[config.mk]
export PLATFORM = sky130hd
export DESIGN_NAME = ata_ident_seq
export DESIGN_NICKNAME = d
export VERILOG_FILES = /design/src/rtl/ata_ident_pkg.sv /design/src/rtl/ata_bus_xfer.sv /design/src/rtl/ata_serial_emit.sv /design/src/rtl/ata_ident_seq.sv
export SDC_FILE = /design/constraint.sdc
export NUM_CORES = 1
export LEC_CHECK = 0
export ABC_AREA = 1
export BUFFER_PORTS_ARGS = -buffer_cell sky130_fd_sc_hd__buf_4
export CORE_MARGIN = 5
export CORE_UTILIZATION = 57
export DETAILED_ROUTE_END_ITERATION = 12
export PLACE_DENSITY = 0.76
export SLEW_MARGIN = 20
export SYNTH_ARGS = -nofsm -noshare
export SYNTH_HDL_FRONTEND = slang
export SYNTH_SLANG_ARGS = --single-unit
[constraint.sdc]
create_clock -name clk -period 3.1 [get_ports clk]
set_clock_uncertainty 0.2 [all_clocks]
set_input_delay 0.155 -clock clk [delete_from_list [all_inputs] [get_ports clk]]
set_output_delay 0.155 -clock clk [all_outputs]
set_load 0.02 [all_outputs]
[src/rtl/ata_ident_pkg.sv]
package ata_ident_pkg;

    typedef enum logic [2:0] {
        SQ_IDLE,
        SQ_DEV,
        SQ_CMD,
        SQ_SETTLE,
        SQ_POLL,
        SQ_DATA
    } seq_st_e;

    typedef enum logic [1:0] {
        XF_IDLE,
        XF_STB,
        XF_GAP
    } xf_st_e;

    typedef enum logic [1:0] {
        EM_IDLE,
        EM_HI,
        EM_LO
    } em_st_e;

    localparam logic [2:0] REG_DATA    = 3'd0;
    localparam logic [2:0] REG_DEVHEAD = 3'd6;
    localparam logic [2:0] REG_CMDSTAT = 3'd7;

    localparam logic [7:0] CMD_IDENT    = 8'hEC;
    localparam logic [7:0] DEVHEAD_BASE = 8'hA0;

    localparam int ST_BSY = 7;
    localparam int ST_DRQ = 3;
    localparam int ST_ERR = 0;

endpackage

[src/rtl/ata_bus_xfer.sv]
module ata_bus_xfer
    import ata_ident_pkg::*;
#(
    parameter int STROBE_CLKS = 3,
    parameter int GAP_CLKS    = 2,
    parameter int AW          = 3,
    parameter int DW          = 16
) (
    input  logic          clk,
    input  logic          rst_n,
    input  logic          req,
    input  logic          req_wr,
    input  logic [AW-1:0] req_addr,
    input  logic [DW-1:0] req_wdata,
    output logic          ack,
    output logic [DW-1:0] rd_word,
    output logic [AW-1:0] bus_addr,
    output logic [DW-1:0] bus_wdata,
    output logic          bus_rd,
    output logic          bus_wr,
    input  logic [DW-1:0] bus_rdata
);

    localparam int CNT_MAX = (STROBE_CLKS > GAP_CLKS) ? STROBE_CLKS : GAP_CLKS;
    localparam int CW      = $clog2(CNT_MAX + 1);
    localparam logic [CW-1:0] STB_LOAD = CW'(STROBE_CLKS - 1);
    localparam logic [CW-1:0] GAP_LOAD = CW'(GAP_CLKS - 1);

    typedef struct packed {
        xf_st_e        st;
        logic [CW-1:0] cnt;
        logic          wr;
        logic [AW-1:0] addr;
        logic [DW-1:0] wdata;
        logic [DW-1:0] rdata;
    } xf_t;

    xf_t xf_d, xf_q;

    always_comb begin
        xf_d = xf_q;
        case (xf_q.st)
            XF_IDLE: begin
                if (req) begin
                    xf_d.st    = XF_STB;
                    xf_d.cnt   = STB_LOAD;
                    xf_d.wr    = req_wr;
                    xf_d.addr  = req_addr;
                    xf_d.wdata = req_wdata;
                end
            end
            XF_STB: begin
                if (xf_q.cnt == '0) begin
                    if (!xf_q.wr) begin
                        xf_d.rdata = bus_rdata;
                    end
                    xf_d.st  = XF_GAP;
                    xf_d.cnt = GAP_LOAD;
                end else begin
                    xf_d.cnt = xf_q.cnt - 1'b1;
                end
            end
            XF_GAP: begin
                if (xf_q.cnt == '0) begin
                    xf_d.st = XF_IDLE;
                end else begin
                    xf_d.cnt = xf_q.cnt - 1'b1;
                end
            end
            default: xf_d.st = XF_IDLE;
        endcase
    end

    always_ff @(posedge clk) begin
        if (!rst_n) begin
            xf_q <= '{st: XF_IDLE, cnt: '0, wr: 1'b0, addr: '0, wdata: '0, rdata: '0};
        end else begin
            xf_q <= xf_d;
        end
    end

    assign bus_rd    = (xf_q.st == XF_STB) && !xf_q.wr;
    assign bus_wr    = (xf_q.st == XF_STB) && xf_q.wr;
    assign bus_addr  = xf_q.addr;
    assign bus_wdata = bus_wr ? xf_q.wdata : '0;
    assign ack       = (xf_q.st == XF_GAP) && (xf_q.cnt == '0);
    assign rd_word   = xf_q.rdata;

    // read and write strobes are exclusive
    p_strobe_excl_r4: assert property (@(posedge clk) disable iff (!rst_n)
        !(bus_rd && bus_wr));

    // address does not move while a strobe is held
    p_addr_hold_r4: assert property (@(posedge clk) disable iff (!rst_n)
        ((bus_rd || bus_wr) && $past(bus_rd || bus_wr)) |-> $stable(bus_addr));

    // a strobe that ends is followed by an idle cycle
    p_idle_after_r4: assert property (@(posedge clk) disable iff (!rst_n)
        $fell(bus_rd || bus_wr) |=> !(bus_rd || bus_wr));

endmodule

[src/rtl/ata_serial_emit.sv]
module ata_serial_emit
    import ata_ident_pkg::*;
(
    input  logic        clk,
    input  logic        rst_n,
    input  logic        load,
    input  logic [15:0] word_in,
    output logic [7:0]  ser_byte,
    output logic        ser_valid
);

    typedef struct packed {
        em_st_e      st;
        logic [15:0] word;
    } em_t;

    em_t em_d, em_q;

    always_comb begin
        em_d = em_q;
        if (load) begin
            em_d.st   = EM_HI;
            em_d.word = word_in;
        end else begin
            case (em_q.st)
                EM_HI:   em_d.st = EM_LO;
                EM_LO:   em_d.st = EM_IDLE;
                default: em_d.st = EM_IDLE;
            endcase
        end
    end

    always_ff @(posedge clk) begin
        if (!rst_n) begin
            em_q <= '{st: EM_IDLE, word: '0};
        end else begin
            em_q <= em_d;
        end
    end

    assign ser_valid = (em_q.st != EM_IDLE);
    assign ser_byte  = (em_q.st == EM_HI) ? em_q.word[15:8] :
                       (em_q.st == EM_LO) ? em_q.word[7:0]  : 8'h00;

    // a new word never arrives before the high byte has gone out
    p_no_overrun_r7: assert property (@(posedge clk) disable iff (!rst_n)
        load |-> (em_q.st != EM_HI));

endmodule

[src/rtl/ata_ident_seq.sv]
module ata_ident_seq
    import ata_ident_pkg::*;
#(
    parameter int CLK_MHZ     = 200,
    parameter int SETTLE_NS   = 400,
    parameter int STROBE_CLKS = 3,
    parameter int GAP_CLKS    = 2,
    parameter int TO_W        = 16,
    parameter int WORDS       = 256,
    parameter int SER_FIRST   = 10,
    parameter int SER_WORDS   = 10
) (
    input  logic            clk,
    input  logic            rst_n,
    input  logic            start,
    input  logic            dev_sel,
    input  logic [TO_W-1:0] timeout_lim,
    output logic [2:0]      bus_addr,
    output logic [15:0]     bus_wdata,
    output logic            bus_rd,
    output logic            bus_wr,
    input  logic [15:0]     bus_rdata,
    output logic [7:0]      ser_byte,
    output logic            ser_valid,
    output logic            done,
    output logic            err
);

    localparam int SETTLE_RAW  = (SETTLE_NS * CLK_MHZ + 999) / 1000;
    localparam int SETTLE_CLKS = (SETTLE_RAW < 1) ? 1 : SETTLE_RAW;
    localparam int SW          = $clog2(SETTLE_CLKS + 1);
    localparam int WIW         = $clog2(WORDS);
    localparam logic [SW-1:0]  SETTLE_LOAD = SW'(SETTLE_CLKS - 1);
    localparam logic [WIW-1:0] LAST_W  = WIW'(WORDS - 1);
    localparam logic [WIW-1:0] SER_LO  = WIW'(SER_FIRST);
    localparam logic [WIW-1:0] SER_HI  = WIW'(SER_FIRST + SER_WORDS - 1);

    typedef struct packed {
        seq_st_e         st;
        logic            dev;
        logic [SW-1:0]   settle;
        logic [TO_W-1:0] polls;
        logic [WIW-1:0]  widx;
        logic            done;
        logic            err;
    } seq_t;

    seq_t q, d;

    logic            x_req, x_wr, x_ack;
    logic [2:0]      x_addr;
    logic [15:0]     x_wdata, x_rd;
    logic            em_load;
    logic [TO_W-1:0] polls_inc;
    logic            in_serial;

    assign polls_inc = q.polls + 1'b1;
    assign in_serial = (q.widx >= SER_LO) && (q.widx <= SER_HI);

    always_comb begin
        d       = q;
        d.done  = 1'b0;
        d.err   = 1'b0;
        x_req   = 1'b0;
        x_wr    = 1'b0;
        x_addr  = REG_DATA;
        x_wdata = '0;
        em_load = 1'b0;
        case (q.st)
            SQ_IDLE: begin
                if (start) begin
                    d.st    = SQ_DEV;
                    d.dev   = dev_sel;
                    d.polls = '0;
                    d.widx  = '0;
                end
            end
            SQ_DEV: begin
                x_req   = 1'b1;
                x_wr    = 1'b1;
                x_addr  = REG_DEVHEAD;
                x_wdata = {8'h00, DEVHEAD_BASE | {3'b000, q.dev, 4'b0000}};
                if (x_ack) begin
                    d.st = SQ_CMD;
                end
            end
            SQ_CMD: begin
                x_req   = 1'b1;
                x_wr    = 1'b1;
                x_addr  = REG_CMDSTAT;
                x_wdata = {8'h00, CMD_IDENT};
                if (x_ack) begin
                    d.st     = SQ_SETTLE;
                    d.settle = SETTLE_LOAD;
                end
            end
            SQ_SETTLE: begin
                if (q.settle == '0) begin
                    d.st = SQ_POLL;
                end else begin
                    d.settle = q.settle - 1'b1;
                end
            end
            SQ_POLL: begin
                x_req  = 1'b1;
                x_addr = REG_CMDSTAT;
                if (x_ack) begin
                    if (!x_rd[ST_BSY] && x_rd[ST_ERR]) begin
                        d.err = 1'b1;
                        d.st  = SQ_IDLE;
                    end else if (!x_rd[ST_BSY] && x_rd[ST_DRQ]) begin
                        d.st   = SQ_DATA;
                        d.widx = '0;
                    end else begin
                        d.polls = polls_inc;
                        if (polls_inc >= timeout_lim) begin
                            d.err = 1'b1;
                            d.st  = SQ_IDLE;
                        end
                    end
                end
            end
            SQ_DATA: begin
                x_req  = 1'b1;
                x_addr = REG_DATA;
                if (x_ack) begin
                    em_load = in_serial;
                    if (q.widx == LAST_W) begin
                        d.done = 1'b1;
                        d.st   = SQ_IDLE;
                    end else begin
                        d.widx = q.widx + 1'b1;
                    end
                end
            end
            default: d.st = SQ_IDLE;
        endcase
    end

    always_ff @(posedge clk) begin
        if (!rst_n) begin
            q <= '{st: SQ_IDLE, dev: 1'b0, settle: '0, polls: '0,
                   widx: '0, done: 1'b0, err: 1'b0};
        end else begin
            q <= d;
        end
    end

    ata_bus_xfer #(
        .STROBE_CLKS (STROBE_CLKS),
        .GAP_CLKS    (GAP_CLKS),
        .AW          (3),
        .DW          (16)
    ) u_xfer (
        .clk       (clk),
        .rst_n     (rst_n),
        .req       (x_req),
        .req_wr    (x_wr),
        .req_addr  (x_addr),
        .req_wdata (x_wdata),
        .ack       (x_ack),
        .rd_word   (x_rd),
        .bus_addr  (bus_addr),
        .bus_wdata (bus_wdata),
        .bus_rd    (bus_rd),
        .bus_wr    (bus_wr),
        .bus_rdata (bus_rdata)
    );

    ata_serial_emit u_emit (
        .clk       (clk),
        .rst_n     (rst_n),
        .load      (em_load),
        .word_in   (x_rd),
        .ser_byte  (ser_byte),
        .ser_valid (ser_valid)
    );

    assign done = q.done;
    assign err  = q.err;

    // Checker state observed from the bus pins
    localparam logic [SW:0] SINCE_SAT = (SW + 1)'(SETTLE_CLKS);
    logic [SW:0] since_cmd_q;
    logic        dev_seen_q;
    logic [7:0]  last_stat_q;

    always_ff @(posedge clk) begin
        if (!rst_n) begin
            since_cmd_q <= SINCE_SAT;
            dev_seen_q  <= 1'b0;
            last_stat_q <= 8'h80;
        end else begin
            if (bus_wr && bus_addr == REG_CMDSTAT) begin
                since_cmd_q <= '0;
            end else if (since_cmd_q != SINCE_SAT) begin
                since_cmd_q <= since_cmd_q + 1'b1;
            end
            if (bus_wr && bus_addr == REG_DEVHEAD) begin
                dev_seen_q <= 1'b1;
            end else if (done || err) begin
                dev_seen_q <= 1'b0;
            end
            if (bus_rd && bus_addr == REG_CMDSTAT) begin
                last_stat_q <= bus_rdata[7:0];
            end
        end
    end

    // command write only after the device-head write of this sequence
    p_cmd_after_dev_r2: assert property (@(posedge clk) disable iff (!rst_n)
        ($rose(bus_wr) && bus_addr == REG_CMDSTAT) |-> dev_seen_q);

    // no status read inside the settle window
    p_settle_r3: assert property (@(posedge clk) disable iff (!rst_n)
        ($rose(bus_rd) && bus_addr == REG_CMDSTAT) |-> (since_cmd_q == SINCE_SAT));

    // data reads gated on a ready status
    p_data_gated_r5: assert property (@(posedge clk) disable iff (!rst_n)
        ($rose(bus_rd) && bus_addr == REG_DATA) |-> (!last_stat_q[ST_BSY] && last_stat_q[ST_DRQ]));

    // completion and abort are exclusive single pulses
    p_done_err_excl_r10: assert property (@(posedge clk) disable iff (!rst_n)
        !(done && err));
    p_done_pulse_r10: assert property (@(posedge clk) disable iff (!rst_n)
        done |=> !done);

    // a sequence is only entered from idle
    p_start_ignored_r11: assert property (@(posedge clk) disable iff (!rst_n)
        (q.st == SQ_DEV && $past(q.st) != SQ_DEV) |-> ($past(q.st) == SQ_IDLE));

endmodule

After elaboration in Yosys (flattened, before gate mapping)
Index checks and enable logic that the tools add are counted.
W data, S select, Z words.
{"block": "word_totals", "register_bits": 95, "wordCells": 129, "inputBits": 36, "out_inout_bits": 32}
{"block": "op_classes", "mux": 45, "bitwise_logic": 2, "n_lt_le_gt_ge": 3, "n_eq_ne": 27, "reduce_logical": 32, "addsub": 4}
{"cell": "$mux W24", "count": 4}
{"cell": "$mux W16", "count": 2}
{"cell": "$mux W8", "count": 4}
{"cell": "$pmux W16 S2", "count": 1}
{"cell": "$mux W3", "count": 9}
{"cell": "$pmux W8 S3", "count": 1}
{"cell": "$ne A2 B2 Y1 const B", "count": 11}
{"cell": "$pmux W3 S6", "count": 1}
{"cell": "$reduce_and A3 Y1", "count": 6}
{"cell": "$add A16 B1 Y16 const B", "count": 1}
{"cell": "$ge A16 B16 Y1", "count": 1}
{"cell": "$pmux W8 S2", "count": 1}
{"cell": "$mux W7", "count": 2}
{"cell": "$pmux W7 S2", "count": 1}
{"cell": "$pmux W2 S3", "count": 2}
{"cell": "$mux W2", "count": 5}
{"cell": "$ne A2 B1 Y1 const B", "count": 5}
{"cell": "$mux W1", "count": 9}
{"cell": "$mux W9", "count": 1}
{"cell": "$add A8 B1 Y8 const B", "count": 1}
{"cell": "$eq A8 B8 Y1 const B", "count": 1}
{"cell": "$ge A8 B4 Y1 const B", "count": 1}
{"cell": "$le A8 B5 Y1 const B", "count": 1}
{"cell": "$reduce_and A8 Y1", "count": 1}
{"cell": "other kinds (23)", "count": 41}

Depth between registers and ports, before layout
Gate-level depths: netlist of the first run.
{"block": "depth", "ltp_word": 7, "ltp_mapped": 18, "depth_no_buf": 18}

By module
From an unflattened synthesis of the first run, not the netlist that was laid out.
{"block": "unflattened", "cells_unflattened": 765, "hier_area_um2": 5429.0}
{"mod": "ata_ident_seq", "cells_each": 409, "area_per_inst_um2": 2637.5, "seq_area_each_um2": 740.7, "n_inst": 1}
{"mod": "ata_bus_xfer", "cells_each": 248, "area_per_inst_um2": 1898.1, "seq_area_each_um2": 800.8, "n_inst": 1}
{"mod": "ata_serial_emit", "cells_each": 108, "area_per_inst_um2": 893.4, "seq_area_each_um2": 360.3, "n_inst": 1}

Worst setup path after synthesis of the first run
OpenSTA, ideal clock, no wires.
{"block": "synth_path", "path_type": "register -> register", "startpoint": "register q[10] (netlist name)", "endpoint": "register q[36] (netlist name)", "path_slack_ns": 0.652, "arrival_ns": 2.133, "path_stages_with_launch": 18, "path_buffers": 0, "setup_ns": 0.115, "required_time_ns": 2.785, "synth_period_minus_slack_ns": 2.448, "path_cell_list": "dfxtp_1 ha_1 nand2_1 nor2_2 nand3_1 nor2_2 nand4_1 nand2_1 inv_1 ha_1 nand2_1 inv_1 nand2_1 a21oi_1 nor2_1 nand3_1 a21oi_1 nor2_1"}
{"block": "synth_via", "elab_chain_cells": 4}
{"item": "start, declared", "line": "ata_ident_seq.sv:48", "text": "seq_t q, d;"}
{"item": "start signal, assigned", "line": "ata_ident_seq.sv:142", "text": "q <= '{st: SQ_IDLE, dev: 1'b0, settle: '0, polls: '0,"}
{"item": "$add A16 B1 Y16", "line": "ata_ident_seq.sv:57", "text": "assign polls_inc = q.polls + 1'b1;"}
{"item": "$ge A16 B16 Y1", "line": "ata_ident_seq.sv:116", "text": "if (polls_inc >= timeout_lim) begin"}
{"item": "$ne A4 B4 Y1 (no line)"}
{"item": "$reduce_and A8 Y1 (no line)"}
No other way between the ends.
A chain may end at the register's enable or synchronous reset.

Final worst setup path of the first run
Ends and elaborated chain as after synthesis.

==> results of run 1 <==
-- layout make-up --
| class | instances | area (um2) |
|---|---|---|
| repair buffers | 77 | 625.6 |
| clock inverters | 7 | 83.83 |
| clock buffers | 9 | 123.9 |
| multi-input cells | 433 | 2272 |
| flip-flops and latches | 80 | 1602 |
| well taps | 102 | 127.6 |
| fillers | 687 | 2410 |
| inverters | 107 | 402.9 |
-- synthesized netlist by cell type --
| cell type | number |
|---|---|
| nand2_2 | 4 |
| nor3_1 | 11 |
| buf_4 | 17 |
| o22ai_1 | 12 |
| o21bai_1 | 4 |
| inv_2 | 13 |
| buf_6 | 2 |
| nand4_4 | 1 |
| conb_1 | 1 |
| a31oi_1 | 2 |
| xor2_1 | 15 |
| nand2_1 | 136 |
| a221oi_1 | 1 |
| dfxtp_1 | 80 |
| ha_1 | 27 |
| buf_2 | 1 |
| nand4_1 | 6 |
| nor2_1 | 71 |
| nand3_2 | 2 |
| clkbuf_1 | 8 |
| nor3b_2 | 1 |
| and2_1 | 1 |
| nor2_2 | 6 |
| nor3_2 | 2 |
| o21ai_1 | 18 |
| nand2_4 | 1 |
| inv_1 | 93 |
| xnor2_1 | 1 |
| nand3_1 | 23 |
| a211oi_1 | 2 |
| o21ai_0 | 26 |
| nor2_4 | 1 |
| a21oi_1 | 49 |
| clkinv_2 | 1 |
-- cell families after synthesis --
kind of cell / Yosys count / synth area share, %
other: 1 / 0.08469
adder cells (fa/ha/maj): 27 / 7.629
buffers and inverters: 135 / 13.28
AND/OR/NAND/NOR: 266 / 25.97
AO/OA/AOI/OAI: 114 / 13.70
flip-flops: 80 / 36.17
XOR/XNOR: 16 / 3.165
-- worst min-delay path, delay by kind of cell --
kind | cells | cell delay, ns
compound gates | 1 | 0.07
buf+inv | 1 | 0.09
simple gates | 2 | 0.26
-- sequential cells by signal, summed over array words and instances, names as in the netlist --
name,flops
err,1
u_emit.em_q,18
u_xfer.rd_word,16
q,35
u_xfer.bus_addr,2
u_xfer.xf_q,7
done,1
-- repair_timing --
item / in CTS / in global routing
endpoints found under the hold margin: 19 / 0
hold buffers: 19 / 0
gates resized for setup: 0 / 0
-- power groups by stage --
| stage | Clock, W | Combinational [W] | Sequential (W) |
|---|---|---|---|
| 5_1_grt | 0.000845 | 0.000966 | 0.00126 |
| 3_5_place_dp | 0 | 0.000826 | 0.00126 |
| 4_1_cts | 0.000803 | 0.000853 | 0.00124 |
| 2_1_floorplan | 0 | 0.000652 | 0.00124 |
| 6_report | 0.000795 | 0.000854 | 0.00124 |
| 3_3_place_gp | 0 | 0.000802 | 0.00126 |
-- routing by layer --
layer / track usage, % / share of wire, % / vias to the layer above
li1: - / - / 2144
met1: 24.66 / 44 / 1888
met2: 38.90 / 51 / 87
met3: 3.500 / 4.1 / 15
met4: 7.668 / 1.6 / 0
met5: 0 / 0 / -
-- worst max path at each step --
| stage | from | endpoint | slack (ns) | cells past startpoint |
|---|---|---|---|---|
| 2_1_floorplan | q[10] | q[36] | 0.65 | 17 |
| 3_3_place_gp | q[10] | q[36] | 0.48 | 17 |
| 3_5_place_dp | q[10] | q[36] | 0.36 | 14 |
| 4_1_cts | q[10] | q[36] | 0.34 | 17 |
| 5_1_grt | q[10] | q[35] | 0.001 | 18 |
| 6_report | q[10] | q[36] | 0.33 | 17 |
-- stage by stage --
stage	util [%]	power, W	hold WS, ns	instances	setup WS [ns]
floorplan	-	0.001890	0.08990	648	0.6523
global placement	63.29	0.002060	0.1774	780	0.4811
detailed placement	63.29	0.002087	0.1853	780	0.3643
CTS	68.49	0.002895	0.07613	815	0.3355
global route	68.49	0.003067	0.1338	815	0.001176
finish	68.49	0.002890	0.07315	815	0.3252
==> flow_summary_export.csv, run 1 <==
group,metric,value,unit
status,status,"complete, no violations",
hold_path,holdCritStartpoint,"start",
final_layout,antenna_cells,0,
logic_synthesis,ys_warn_count,0,
setup_path,cp_max_fo,6,
die,die_area,9631,um2
hold_path,holdPathStages,4,
die,start_util,57.90,%
route,drc,0,
setup_path,slowest_stage,"dfxtp_1",
timing,fmax,360.4,MHz
setup_path,crit_type,"reg2reg",
route,num_vias,4134,
final_layout,syn_to_final_growth,18.28,%
clock_network,clock_latency,0.36,ns
die,die_w,98.14,um
global_routing,overflow,0,
final_layout,drive_above_1_share,14.87,%
run,drv_cap,0,
logic_synthesis,yosysSeqAreaShare,36.17,%
timing,final-max-slew-violation-count,0,
clock_network,cts_buffer_depth,2,
global_routing,antenna_found_initial,0,
route,postRouteAntennaNets,0,
power,net-switching-power,0.001107,W
clock_network,cts_tree,"built",
route,wire_per_inst,12.39,um
die,io_pins,68,
placed_design,dp_hpwl,7426,um
final_layout,nets,771,
setup_path,cp_cell_sequence,"ha_1 -> nand2_1 -> nor2_2 -> nand3_1 -> nor2_2 -> nand4_1 -> nand2_1 -> inv_1 -> ha_1 -> nand2_1 -> inv_1 -> nand2_1 -> a21oi_1 -> nor2_1 -> nand3_1 -> a21oi_1 -> nor2_1",
setup_path,cp.required,3.15,ns
timing,setup_viol,0,
setup_path,critPathLaunchType,"register",
setup_path,reg2reg_to,"q[36]",
timing,tightest_slew,0.5348,ns
global_routing,grt_max_degree,36,
final_layout,layout_common_cells,"nand2_1, inv_1, dfxtp_1, nor2_1, buf_4",
route,drt_iter0_markers,167,
power,seqPwrFrac,43.0,%
die,rows,32,
timing,tns,0,ns
logic_synthesis,syn_inst,639,
timing,hold_viol,0,
setup_path,crit_buf_inv,2,
hold_path,hold_end,"q[10]",
logic_synthesis,synth-seq-cells,80,
logic_synthesis,synth_top_cell_by_area,"dfxtp_1",
power,p_clk_share,27.5,%
logic_synthesis,synth_area_per_cell,6.930,um2
clock_network,htreeDepth,3,
final_layout,final_area,5238,um2
logic_synthesis,ys_top_cells_by_area,"dfxtp_1, nand2_1, inv_1, ha_1, nor2_1",
route,route.final.wire_length,10100,um
power,p_leak,2.406,nW
power,ir_drop,366.3,uV
hold_path,hp-class,"in2reg",
logic_synthesis,netlist.area_leader.share,36.17,%
setup_path,reg2reg_from,"q[10]",
clock_network,cts_buffers,9,
timing,rsz0062_at_grt,"false",
final_layout,final_common_cell,"nand2_1",
die,coreArea,7647,um2
setup_path,end_kind,"register",
setup_path,crit_arrival,2.83,ns
die,die_y,98.14,um
power,p_int,0.001783,W
placed_design,place_congestion,0.9578,
setup_path,rr_worst_depth,17,
clock_network,path_clk_slew,0.10,ns
clock_network,clockRootBuffer,"clkbuf_8",
timing,post-route-period-util,89.51,%
clock_network,numClockSinks,80,
global_routing,grt_first_pass_wirelength,17230,um
global_routing,grt_util_all_layers,21.18,%
timing,period_needed,2.775,ns
power,switching_share,38.30,%
logic_synthesis,ys_types,34,
placed_design,io_buffer_count,57,
route,via_per_inst,5.072,
setup_path,critPathMaxStageDelay,0.41,ns
power,p_comb_share,29.5,%
placed_design,placed_area,4840,um2
timing,relSlewSlack,64.29,%
route,dr.pass1.iters,4,
setup_path,critPathTopFamily,"simple AND/OR/NAND/NOR gates",
power,powerDensity,551.8,nW/um2
setup_path,worst_path_most_repeated_cell,"nand2_1",
global_routing,grt_pass1_vias,4043,
logic_synthesis,synth_area,4428,um2
clock_network,post_cts_buffers,0,
setup_path,regToRegSetupSlack,0.33,ns
Power figures use the tool's default switching activity.
==> run 2: changes to the inputs <==
CORE_UTILIZATION = 59   (was 57)
PLACE_DENSITY = 0.77   (was 0.76)
SYNTH_HIERARCHICAL = 1   (was not set)
==> flow_summary_export.csv, run 2 <==
group,metric,value,unit
timing,whs,0.1089,ns
setup_path,crit_arrival,2.76,ns
logic_synthesis,syn_inst,765,
status,status,"complete, no violations",
final_layout,layout_common_cells,"nand2_1, inv_1, dfxtp_1, nor2_1, buf_4",
timing,post-route-period-util,87.20,%
route,postRouteAntennaNets,0,
clock_network,post_cts_buffers,0,
die,start_util,59.60,%
global_routing,grt_pass1_vias,4453,
die,die_y,105.9,um
logic_synthesis,synth_top_cell_by_area,"dfxtp_1",
logic_synthesis,ys_top_cells_by_count,"nand2_1, inv_1, dfxtp_1",
run,drv_cap,0,
final_layout,antenna_cells,0,
final_layout,largest_reg_flops,35,
timing,relSlewSlack,46.05,%
die,die_w,105.9,um
power,ir_drop,316.9,uV
logic_synthesis,async_flop_share,0,%
logic_synthesis,yosysSeqAreaShare,35.03,%
logic_synthesis,ys_top_cells_by_area,"dfxtp_1, nand2_1, inv_1, ha_1, nand3_1",
final_layout,fillers,758,
clock_network,cts_tree,"built",
timing,period_needed,2.703,ns
logic_synthesis,ys_warn_count,6,
setup_path,end_kind,"register",
setup_path,cp.required,3.16,ns
timing,hold_viol,0,
hold_path,hp-class,"in2reg",
final_layout,drive_above_1_share,16.05,%
route,drc,0,
route,via_per_inst,5.048,
global_routing,antenna_found_initial,0,
die,io_pins,68,
global_routing,use_met1,25.48,%
logic_synthesis,synth_flop_cell,"dfxtp_1",
route,wire_per_inst,11.91,um
route,route.final.wire_length,11270,um
global_routing,use_met3,3.643,%
clock_network,cts_buffer_depth,2,
route,drt_iter0_markers,189,
logic_synthesis,synth-seq-cells,95,
placed_design,place_congestion,0.8661,
logic_synthesis,ys_types,45,
clock_network,htreeDepth,3,
timing,tns,0,ns
final_layout,nets,894,
final_layout,top_regs,"q (35), u_xfer/xf_q (21), u_emit/em_q (18)",
die,die_area,11220,um2
die,coreArea,9109,um2
global_routing,grt_max_degree,67,
logic_synthesis,synth_area_per_cell,7.097,um2
logic_synthesis,synth_area,5429,um2
placed_design,io_buffer_count,67,
global_routing,grt_util_all_layers,20.81,%
timing,rsz0062_at_grt,"false",
final_layout,syn_to_final_growth,14.40,%
timing,fmax,369.9,MHz
final_layout,final_common_cell,"nand2_1",
logic_synthesis,synth.most_common_cell,"nand2_1",
setup_path,cp_max_fo,6,
clock_network,cts_buffers,9,
logic_synthesis,netlist.area_leader.share,35.03,%
route,dr.pass1.iters,4,
global_routing,met2_usage,37.02,%
clock_network,path_clk_slew,0.08,ns
timing,final-max-slew-violation-count,0,
placed_design,dp_hpwl,8107,um
final_layout,top_register,"q",
global_routing,globalRoute.busiestLayer,"met2",
clock_network,numClockSinks,95,
global_routing,overflow,0,
power,powerDensity,645.3,nW/um2
route,num_vias,4775,
power,p_leak,2.932,nW
clock_network,clockRootBuffer,"clkbuf_8",
setup_path,critPathLaunchType,"register",
timing,tightest_slew,0.8083,ns
die,rows,35,
global_routing,grt_first_pass_wirelength,19510,um
setup_path,crit_type,"reg2reg",
clock_network,clock_latency,0.36,ns
logic_synthesis,synth-edff-count,0,
timing,setup_viol,0,
==> run 2: changes by cell type after synthesis, sizes merged, moves of 3 or more <==
| cell | delta |
|---|---|
| o22ai | -12 |
| o21ai | +8 |
| xor2 | -3 |
| nand3 | +52 |
| nand2 | +12 |
| or2 | +4 |
| dfxtp | +15 |
| buf | +19 |
| nor2 | +26 |
| a21oi | +7 |
==> run 2: worst max-delay path, stage by stage, from the launching register on <==
cell and delay (ns):
dfxtp_1 0.43, inv_1 0.09, nor3_1 0.26, nand2_1 0.12, nor2_1 0.15, xor2_1 0.24
ha_1 0.31, a21oi_1 0.14, o21ai_0 0.09, nor2_1 0.15, nand3_1 0.09, nand2_1 0.15
nand2_1 0.07, nand2_1 0.06, nor2_1 0.04
==> run 2: final timing paths <==
kind | from | endpoint | slack, ns | cells after the start
setup / recovery | q[15] | q[35] | 0.40 | 14
hold / removal | start | q[34] | 0.11 | 5
setup reg to reg | q[15] | q[35] | 0.40 | 14
hold reg to reg | u_xfer/xf_q[28] | u_xfer/xf_q[28] | 0.26 | 2
==> run 2: what timing repair did <==
action,in CTS,in global routing
hold buffers,20,0
endpoints found under the setup margin,0,1
hold endpoints to repair,35,0
resized for setup,0,1
==> run 2: cell type report <==
class / count / area (um2) / area share [%]
inverters: 106 / 410.4 / 6.608
clock buffers: 10 / 127.6 / 2.055
clock inverters: 6 / 115.1 / 1.853
flip-flops and latches: 95 / 1903 / 30.64
well taps: 111 / 138.9 / 2.236
repair buffers: 90 / 725.7 / 11.68
multi-input cells: 528 / 2790 / 44.92
==> run 2: per-stage QoR <==
stage | utilization [%] | total power [W] | area [um2] | worst slack (ns) | std cells
5_1_grt | 68.19 | 0.004343 | 6211 | 0.07520 | 946
4_1_cts | 68.17 | 0.004049 | 6210 | 0.3977 | 946
3_3_place_gp | 63.31 | 0.002973 | 5767 | 0.5346 | 910
6_report | 68.19 | 0.004008 | 6211 | 0.3968 | 946
2_1_floorplan | - | 0.002867 | 5463 | 0.6847 | 774
3_5_place_dp | 63.31 | 0.003034 | 5767 | 0.4233 | 910
==> run 2: power breakdown <==
group / internal (W) / switching (W) / leakage [nW]
sequential: 0.00147 / 0.000142 / 0.773
combinational: 0.000476 / 0.000939 / 2.04
clock: 0.000542 / 0.000439 / 0.117
==> run 2: cells by family after synthesis <==
logic type               count (synthesis)  synth area share, %
adder cells (fa/ha/maj)                 28                6.453
other                                    1              0.06907
AND/OR/NAND/NOR                        362                31.16
buffers and inverters                  151                14.20
XOR/XNOR                                12                1.936
AO/OA/AOI/OAI                          116                11.15
flip-flops                              95                35.03
==> run 2: metal layers <==
layer,vias to the layer above,part of all wire [%]
met3,17,3.3
met2,66,50
met1,2152,45
li1,2540,-
met4,0,1.8
met5,-,0
==> run 3: changes to the inputs <==
ABC_AREA = not set   (was 1)
GPL_TIMING_DRIVEN = 0   (was not set)
SLEW_MARGIN = not set   (was 20)
==> flow_summary_export.csv, run 3 <==
group,metric,value,unit
status,status,"complete, no violations",
final_layout,antenna_cells,0,
die,die_w,104.2,um
die,die_y,104.2,um
global_routing,grt_first_pass_wirelength,20710,um
global_routing,grt_pass1_vias,4504,
placed_design,post-place-ws,-0.3338,ns
clock_network,htreeDepth,3,
logic_synthesis,synth-edff-count,0,
timing,whs,0.07904,ns
timing,tightest_slew,0.8318,ns
die,die_area,10860,um2
die,io_pins,68,
run,drv_cap,0,
final_layout,final_common_cell,"buf_4",
clock_network,cts_buffer_depth,2,
logic_synthesis,ys_types,66,
logic_synthesis,synth_area,5236,um2
timing,relSlewSlack,44.18,%
final_layout,syn_to_final_growth,23.99,%
final_layout,top_regs,"q (35), u_xfer/xf_q (21), u_emit/em_q (18)",
route,drc,0,
clock_network,clock_latency,0.35,ns
clock_network,path_clk_slew,0.09,ns
die,coreArea,8678,um2
setup_path,critPathLaunchType,"register",
timing,final-max-slew-violation-count,0,
final_layout,utilization,74.81,%
global_routing,overflow,0,
global_routing,grt_max_degree,18,
power,powerDensity,583.2,nW/um2
hold_path,hp-class,"in2reg",
logic_synthesis,ys_top_cells_by_area,"dfxtp_1, nand2_1, ha_1, a21oi_1, mux2i_1",
timing,post-route-period-util,97.13,%
final_layout,nets,810,
power,ir_drop,554.9,uV
route,via_per_inst,5.459,
timing,rsz0062_at_grt,"true",
logic_synthesis,synth-seq-cells,95,
route,num_vias,4689,
logic_synthesis,netlist.area_leader.share,36.32,%
global_routing,grt_util_all_layers,22.15,%
final_layout,regArea,1917,um2
logic_synthesis,ys_warn_count,6,
timing,fmax,332.1,MHz
route,dr.pass1.iters,6,
placed_design,io_buffer_count,67,
setup_path,crit_arrival,3.10,ns
timing,setup_viol,0,
final_layout,multi_input_area,2979,um2
setup_path,cp.required,3.19,ns
timing,period_needed,3.011,ns
placed_design,place_congestion,0.8904,
power,p_leak,2.773,nW
logic_synthesis,syn_inst,628,
clock_network,numClockSinks,95,
clock_network,cts_buffers,9,
final_layout,top_register,"q",
final_layout,largest_reg_flops,35,
clock_network,clockRootBuffer,"clkbuf_8",
die,start_util,60.34,%
clock_network,cts_tree,"built",
route,wire_per_inst,14.53,um
logic_synthesis,async_flop_share,0,%
die,rows,34,
route,route.final.wire_length,12480,um
setup_path,end_kind,"register",
final_layout,drive_above_1_share,23.04,%
route,drt_iter0_markers,237,
logic_synthesis,synth_flop_cell,"dfxtp_1",
route,postRouteAntennaNets,0,
placed_design,dp_hpwl,8766,um
logic_synthesis,yosysSeqAreaShare,36.32,%
logic_synthesis,ys_top_cells_by_count,"nand2_1, dfxtp_1, a21oi_1",
logic_synthesis,synth.most_common_cell,"nand2_1",
setup_path,crit_type,"reg2reg",
timing,hold_viol,0,
logic_synthesis,synth_area_per_cell,8.338,um2
logic_synthesis,synth_top_cell_by_area,"dfxtp_1",
setup_path,cp_max_fo,7,
timing,fin_ws,0.08882,ns
final_layout,fillers,681,
final_layout,layout_common_cells,"buf_4, nand2_1, dfxtp_1, a21oi_1, nor2_1",
global_routing,antenna_found_initial,0,
-- run 3: cell count changes after synthesis, sizes merged, moves of 24 or more --
cell   previous run  this run
nand3            77        14
inv             106        28
and3              0        24
nor2            104        40
nand2           153       102
o21ai            52        15
-- run 3: cell type report --
cell class / count / area share [%]
Multi-Input combinational cell: 465 / 45.89
Buffer: 49 / 5.377
Clock inverter: 7 / 1.580
Timing Repair Buffer: 98 / 12.03
Tap cell: 108 / 2.081
Sequential cell: 95 / 29.52
Clock buffer: 9 / 1.908
Inverter: 28 / 1.619
-- run 3: critical path: stages, from the launching register on --
cell and delay [ns]:
dfxtp_2 0.34, buf_6 0.11, and3_4 0.19, nand3_4 0.10
nor3_4 0.28, and3_4 0.26, xor2_2 0.14, ha_1 0.25
nand4_1 0.13, nor2_1 0.06, a311oi_1 0.24, nand4_1 0.22
o21ai_2 0.22, mux2i_1 0.20
-- run 3: final timing paths --
kind	startpoint	endpoint	slack [ns]	depth (start not counted)
worst max-delay path	q[12]	q[34]	0.09	13
worst min-delay path	start	q[33]	0.08	4
worst max register to register	q[12]	q[34]	0.09	13
worst min register to register	u_xfer/bus_addr[0]	u_xfer/bus_addr[0]	0.26	2
-- run 3: stage by stage --
stage | power [W] | setup TNS [ns] | std cells | area [um2]
2_1_floorplan | 0.002512 | 0 | 637 | 5270
3_3_place_gp | 0.002807 | -0.4472 | 812 | 5908
3_5_place_dp | 0.002848 | -0.8865 | 812 | 5908
5_1_grt | 0.004034 | -0.1966 | 859 | 6492
6_report | 0.003787 | 0 | 859 | 6492
4_1_cts | 0.003778 | 0 | 850 | 6364
-- run 3: routing by layer --
layer	track usage [%]	vias up	part of all wire, %
li1	-	2361	-
met1	29.70	2222	46
met2	36.52	94	49
met3	4.345	12	3.8
met4	5.735	0	1.1
met5	0	-	0
-- run 3: repair_timing --
item | CTS | global route
hold endpoints to repair | 25 | 0
cloned | 0 | 0
pin swaps | 4 | 11
buffers inserted | 4 | 9
resized for setup | 6 | 17
hold buffers | 18 | 0
endpoints found under the setup margin | 3 | 3
-- run 3: cell families (layout without fill, tap and decap cells) --
kind of cell	Yosys count	in the layout	synth area share (%)
buf+inv	77	191	8.554
fa+ha+maj	28	28	6.691
compound gates	132	132	15.65
other cells	1	10	0.07162
flops	95	95	36.32
mux	18	18	3.441
xor+xnor	21	21	3.513
simple gates	256	256	25.76
-- run 3: power breakdown --
group          switching [W]  internal, W
combinational       0.000832     0.000567
clock               0.000452     0.000465
sequential         0.0000952      0.00138
